[config.mk]
export PLATFORM = sky130hd
export DESIGN_NAME = mem_port_ctrl
export DESIGN_NICKNAME = d
export VERILOG_FILES = /design/src/rtl/mpc_pkg.sv /design/src/rtl/mpc_data_port.sv /design/src/rtl/mpc_fetch_port.sv /design/src/rtl/mem_port_ctrl.sv
export SDC_FILE = /design/constraint.sdc
export NUM_CORES = 1
export LEC_CHECK = 0
export ABC_AREA = 1
export BUFFER_PORTS_ARGS = -buffer_cell sky130_fd_sc_hd__buf_2
export CORE_AREA = 2 2 133 135
export DETAILED_ROUTE_END_ITERATION = 8
export DIE_AREA = 0 0 135 137
export GPL_TIMING_DRIVEN = 0
export PLACE_DENSITY_LB_ADDON = 0.12
export REMOVE_ABC_BUFFERS = 1
export SETUP_SLACK_MARGIN = 0.4
export SYNTH_ARGS = -nofsm -noshare
export SYNTH_HDL_FRONTEND = slang
export SYNTH_SLANG_ARGS = --single-unit
[constraint.sdc]
create_clock -name clk -period 1.1 [get_ports clk]
set_clock_uncertainty 0.1 [all_clocks]
set_input_delay 0.165 -clock clk [delete_from_list [all_inputs] [get_ports clk]]
set_output_delay 0.165 -clock clk [all_outputs]
set_load 0.05 [all_outputs]
[src/rtl/mpc_pkg.sv]
package mpc_pkg;

   // microinstruction memory control bits
   typedef struct packed {
      logic rd;
      logic wr;
      logic fetch;
   } mem_cmd_t;

   // number of address bits that select a byte inside a word
   function automatic int lane_bits(input int word_w, input int byte_w);
      int n;
      n = 0;
      while ((byte_w << n) < word_w) n++;
      return n;
   endfunction

endpackage

[src/rtl/mpc_data_port.sv]
module mpc_data_port #(
   parameter int WORD_W    = 32,
   parameter int ADDR_W    = 32,
   parameter int LANE_BITS = 2
) (
   input  logic              clk,
   input  logic              rst_n,
   input  logic [WORD_W-1:0] c_bus_i,
   input  logic              mar_ld_i,
   input  logic              mdr_ld_i,
   input  logic              rd_i,
   input  logic              wr_i,
   output logic [WORD_W-1:0] mar_o,
   output logic [WORD_W-1:0] mdr_o,
   output logic              conflict_o,
   output logic [ADDR_W-1:0] mem_addr_o,
   output logic [WORD_W-1:0] mem_wdata_o,
   output logic              mem_rd_o,
   output logic              mem_we_o,
   input  logic [WORD_W-1:0] mem_rdata_i
);

   logic [WORD_W-1:0] mar_q, mdr_q, mar_nxt, mdr_nxt;
   logic              rd_pend_q;

   assign mar_nxt     = mar_ld_i ? c_bus_i : mar_q;
   assign mdr_nxt     = mdr_ld_i ? c_bus_i : mdr_q;
   assign conflict_o  = rd_i & wr_i;
   assign mem_rd_o    = rd_i & ~wr_i;
   assign mem_we_o    = wr_i & ~rd_i;
   assign mem_wdata_o = mdr_nxt;
   assign mem_addr_o  = {mar_nxt[ADDR_W-LANE_BITS-1:0], {LANE_BITS{1'b0}}};

   always_ff @(posedge clk) begin
      if (!rst_n) begin
         mar_q     <= '0;
         mdr_q     <= '0;
         rd_pend_q <= 1'b0;
      end else begin
         mar_q     <= mar_nxt;
         rd_pend_q <= mem_rd_o;
         mdr_q     <= rd_pend_q ? mem_rdata_i : mdr_nxt;
      end
   end

   assign mar_o = mar_q;
   assign mdr_o = mdr_q;

   // returned word is in the data register two cycles after issue
   assert_mdr_capture_R2: assert property (@(posedge clk) disable iff (!rst_n)
      mem_rd_o |-> ##2 (mdr_q == $past(mem_rdata_i)));

   // word port addresses are always word aligned
   assert_addr_aligned_R1: assert property (@(posedge clk) disable iff (!rst_n)
      (mem_rd_o || mem_we_o) |-> (mem_addr_o[LANE_BITS-1:0] == '0));

   // an illegal pair drives no strobe
   assert_conflict_quiet_R5: assert property (@(posedge clk) disable iff (!rst_n)
      (rd_i && wr_i) |-> (!mem_rd_o && !mem_we_o && conflict_o));

endmodule

[src/rtl/mpc_fetch_port.sv]
module mpc_fetch_port #(
   parameter int WORD_W = 32,
   parameter int BYTE_W = 8,
   parameter int ADDR_W = 32
) (
   input  logic              clk,
   input  logic              rst_n,
   input  logic              fetch_i,
   input  logic [WORD_W-1:0] pc_i,
   output logic [ADDR_W-1:0] fetch_addr_o,
   output logic              fetch_rd_o,
   input  logic [BYTE_W-1:0] fetch_data_i,
   output logic [WORD_W-1:0] mbr_u_o,
   output logic [WORD_W-1:0] mbr_s_o
);

   logic [BYTE_W-1:0] mbr_q;
   logic              fetch_pend_q;

   assign fetch_rd_o   = fetch_i;
   assign fetch_addr_o = pc_i[ADDR_W-1:0];

   always_ff @(posedge clk) begin
      if (!rst_n) begin
         mbr_q        <= '0;
         fetch_pend_q <= 1'b0;
      end else begin
         fetch_pend_q <= fetch_i;
         if (fetch_pend_q) mbr_q <= fetch_data_i;
      end
   end

   generate
      if (WORD_W > BYTE_W) begin : g_extend
         assign mbr_u_o = {{(WORD_W-BYTE_W){1'b0}}, mbr_q};
         assign mbr_s_o = {{(WORD_W-BYTE_W){mbr_q[BYTE_W-1]}}, mbr_q};
      end else begin : g_same
         assign mbr_u_o = mbr_q;
         assign mbr_s_o = mbr_q;
      end
   endgenerate

   // fetched byte reaches the buffer two cycles after issue
   assert_mbr_capture_R6: assert property (@(posedge clk) disable iff (!rst_n)
      fetch_rd_o |-> ##2 (mbr_q == $past(fetch_data_i)));

   // no arriving byte, no change
   assert_mbr_hold_R9: assert property (@(posedge clk) disable iff (!rst_n)
      !fetch_pend_q |=> $stable(mbr_q));

endmodule

[src/rtl/mem_port_ctrl.sv]
module mem_port_ctrl #(
   parameter int WORD_W = 32,
   parameter int BYTE_W = 8,
   parameter int ADDR_W = 32
) (
   input  logic              clk,
   input  logic              rst_n,
   input  logic [WORD_W-1:0] c_bus_i,
   input  logic              mar_ld_i,
   input  logic              mdr_ld_i,
   input  logic [WORD_W-1:0] pc_i,
   input  logic              rd_i,
   input  logic              wr_i,
   input  logic              fetch_i,
   output logic [WORD_W-1:0] mar_o,
   output logic [WORD_W-1:0] mdr_o,
   output logic [WORD_W-1:0] mbr_u_o,
   output logic [WORD_W-1:0] mbr_s_o,
   output logic              conflict_o,
   output logic [ADDR_W-1:0] mem_addr_o,
   output logic [WORD_W-1:0] mem_wdata_o,
   output logic              mem_rd_o,
   output logic              mem_we_o,
   input  logic [WORD_W-1:0] mem_rdata_i,
   output logic [ADDR_W-1:0] fetch_addr_o,
   output logic              fetch_rd_o,
   input  logic [BYTE_W-1:0] fetch_data_i
);
   import mpc_pkg::*;

   localparam int LANE_BITS = lane_bits(WORD_W, BYTE_W);

   generate
      if (WORD_W % BYTE_W != 0 || (BYTE_W << LANE_BITS) != WORD_W) begin : g_bad_word
         $error("WORD_W must be a power-of-two multiple of BYTE_W");
      end
      if (ADDR_W > WORD_W || ADDR_W <= LANE_BITS) begin : g_bad_addr
         $error("ADDR_W must lie in (LANE_BITS, WORD_W]");
      end
   endgenerate

   mem_cmd_t cmd;
   assign cmd = '{rd: rd_i, wr: wr_i, fetch: fetch_i};

   mpc_data_port #(
      .WORD_W(WORD_W), .ADDR_W(ADDR_W), .LANE_BITS(LANE_BITS)
   ) i_data (
      .clk        (clk),
      .rst_n      (rst_n),
      .c_bus_i    (c_bus_i),
      .mar_ld_i   (mar_ld_i),
      .mdr_ld_i   (mdr_ld_i),
      .rd_i       (cmd.rd),
      .wr_i       (cmd.wr),
      .mar_o      (mar_o),
      .mdr_o      (mdr_o),
      .conflict_o (conflict_o),
      .mem_addr_o (mem_addr_o),
      .mem_wdata_o(mem_wdata_o),
      .mem_rd_o   (mem_rd_o),
      .mem_we_o   (mem_we_o),
      .mem_rdata_i(mem_rdata_i)
   );

   mpc_fetch_port #(
      .WORD_W(WORD_W), .BYTE_W(BYTE_W), .ADDR_W(ADDR_W)
   ) i_fetch (
      .clk         (clk),
      .rst_n       (rst_n),
      .fetch_i     (cmd.fetch),
      .pc_i        (pc_i),
      .fetch_addr_o(fetch_addr_o),
      .fetch_rd_o  (fetch_rd_o),
      .fetch_data_i(fetch_data_i),
      .mbr_u_o     (mbr_u_o),
      .mbr_s_o     (mbr_s_o)
   );

   // fetch and read strobes follow their own control bits only
   assert_fetch_independent_R7: assert property (@(posedge clk) disable iff (!rst_n)
      (rd_i && fetch_i && !wr_i) |-> (mem_rd_o && fetch_rd_o));

endmodule

==> summary.txt <==
Hold path
  – Hold crit path type: input port to register
  – WHS Path Cells: 2
  – Worst hold start: wr_i
  – Endpoint, Worst Hold: i_data.rd_pend_q

Synthesis
  – Post-synth top area share: 35.29%
  – Synth top area cells: dfxtp_1 35%, nand2_1 17%, buf_4 17%
  – Post-Synthesis Cells: 614
  – Async set-reset flop share out of synthesis: 0%
  – Post-Syn Area: 4198 µm²
  – Register bit total from synthesis: 74
  – Top cell type by total area after synthesis: dfxtp_1
  – Sequential element share of the synthesized area: 35.29%
  – Synth unique cells: 20
  – Number of enable flip-flop cells after synthesis: 0
  – Synth warnings: 0
  – Syn_area_per_cell: 6.837 µm²
  – Predominant post-synthesis flop cell: dfxtp_1

Drt
  – Via/cell ratio: 4.250
  – Antenna viol nets, final: 0
  – Drt total wl: 18310 µm
  – Iteration count of the initial detailed-routing pass: 4
  – Post-route DRC: 0
  – WL/cell: 16.61 µm
  – Vias: 4683
  – Initial drt markers: 134

Job
  – Max-cap violations: 0

Final layout
  – Final core occ: 51.47%
  – Design area: 8780 µm²
  – Layout overhead on the synthesized area: 109.2%
  – Most common cell after layout, fill and taps aside: buf_8
  – Commonest cells after routing, fill and taps aside: 154 x buf_8, 122 x nand2_2, 94 x nand2_1, 73 x buf_2, 66 x buf_6
  – Final Instance Count excl. Fillers: 1102
  – Fin nets: 984
  – Share of layout cells above drive strength 1: 73.09%
  – N_diodes: 0

Global route
  – Number of global-route vias before repair: 4496
  – Tot GR Track Use: 18.33%
  – First-pass GRT wire length: 25370 µm
  – Aggregate global routing overflow: 0
  – Largest net degree at the start of global routing: 64
  – Initial antenna violation count: 0

Worst setup path
  – Crit Reg-Reg Endpoint: i_data.mdr_o[28]
  – Required @ worst endpoint: 0.83 ns
  – Crit path kind: register to output pin
  – Slowest library cell on the worst path: dfxtp_4
  – FF-to-FF path depth: 6
  – Startpoint Class: register
  – Crit-path max FO: 14
  – Internal reg-to-reg setup slack: -0.05 ns
  – Worst-path cell chain: buf_12 > buf_4
  – RR Startpoint: i_data.rd_pend_q
  – Max incr delay on CP: 0.37 ns
  – Arrival time worst endpoint: 1.05 ns
  – Crit. End Element: output pin

Power
  – Leak Pwr: 4.475 nW
  – Max IR drop VDD: 0.8861 mV
  – PD cells: 1237 nW/µm²

Clock tree
  – CTS tree: done
  – Clock tree buffer depth: 2
  – H-tree levels: 3
  – CTS Buf Count: 9
  – Worst skew pair latency: 0.34 ns
  – CTS Root Cell: clkbuf_16
  – CTS clk-pin slew, worst paths: 0.06 ns
  – Clk sinks: 74

Timing
  – WHS: -0.09673 ns
  – Max Transition Viols Final: 0
  – TNS Setup: -18.67 ns
  – F_max: 0.7591 GHz
  – Final setup violation count: 170
  – Final min period: 1.317 ns
  – Final worst slack: -0.2173 ns
  – Final Hold Fails: 12
  – RSZ-0062 raised after global routing: true
  – Final period utilization: 119.8%

Placement
  – Routability Congestion: 0.7324
  – Port Buffers: 248
  – DP HPWL: 10360 µm
  – DP Cell Count: 993
  – DP Area: 4886 µm²

Die
  – Die height: 137 µm
  – Core area: 17060 µm²
  – Row cnt: 48
  – Die area: 18500 µm²
  – Num ports: 339
  – Starting density of the core: 24.61%
  – Die X-Extent: 135 µm

Outcome
  – Status: finished, violations left
  – Failing checks: negative hold slack, negative setup slack
[worst max-delay path, delay by kind of cell (launching register included)]
kind | cells | cell delay (ns)
buf+inv | 2 | 0.33
flops | 1 | 0.37
[through the flow]
stage,total power (W),setup WS [ns]
finish,0.01086,-0.2173
floorplan,0.005239,-8.824
CTS,0.01055,-0.2217
global route,0.01130,-0.2518
detailed placement,0.006033,-0.9071
global placement,0.006043,-1.616
[state kept, by name (all words and copies together) (netlist names)]
| signal | cells |
|---|---|
| i_data.mar_o | 32 |
| i_data.mdr_o | 32 |
| i_fetch.fetch_pend_q | 1 |
| i_fetch.mbr_q | 8 |
| i_data.rd_pend_q | 1 |
[cell usage after synthesis (3+ instances only)]
cell type	n
a21oi_1	62
buf_2	7
buf_4	96
buf_6	8
buf_8	3
dfxtp_1	74
inv_1	69
nand2_1	194
nand2_2	26
nand3_1	32
nor2_1	22
o21ai_0	10
[final cells by class]
class,instances,area (µm²)
Timing Repair Buffer,338,3949
Multi-Input combinational cell,373,2216
Clock inverter,2,35.03
Inverter,73,354.1
Fill cell,1541,8277
Clock buffer,13,270.3
Tap cell,225,281.5
Sequential cell,74,1607
Timing Repair inverter,4,67.56
[worst max path at each step]
| stage | cells past startpoint | endpoint | slack (ns) | start |
|---|---|---|---|---|
| floorplan | 2 | i_fetch.mbr_q[7] | -8.82 | i_fetch.mbr_q[7] |
| global placement | 4 | i_data.mdr_o[29] | -1.62 | i_data.rd_pend_q |
| detailed placement | 4 | i_data.mdr_o[21] | -0.91 | i_data.rd_pend_q |
| CTS | 2 | mbr_s_o[9] | -0.22 | i_fetch.mbr_q[7] |
| global route | 2 | mbr_s_o[27] | -0.25 | i_fetch.mbr_q[7] |
| finish | 2 | mbr_s_o[27] | -0.22 | i_fetch.mbr_q[7] |
[repair_timing]
action                                 4_1_cts  5_1_grt
setup endpoints to repair                  243      242
pin swaps                                  101       59
cloned                                       4        1
buffers inserted                            26       63
endpoints found under the hold margin       13       11
gates resized for setup                    763      127
[metal layers]
metal / up-vias / GRT usage, % / wire, µm
li1: 2283 / - / -
met4: 2 / 3.472 / 165
met3: 16 / 11.30 / 2212
met1: 2166 / 20.29 / 6962
met5: - / 1.389 / 33
met2: 216 / 30.20 / 8935
[power breakdown]
part	total [W]	switching [W]	internal, W
clock	0.00311	0.00118	0.00193
combinational	0.00469	0.00283	0.00186
sequential	0.00306	0.000176	0.00288
[kinds of logic (layout without fill, tap and decap cells)]
logic type	Yosys count	in the layout	share of synthesized area [%]
other	1	26	0.08933
buffers and inverters	192	430	28.91
DFF	74	74	35.29
AOI/OAI and AO/OA	72	72	8.584
and+or+nand+nor	275	275	27.12
Note: power is estimated with default switching activity, not from simulation.
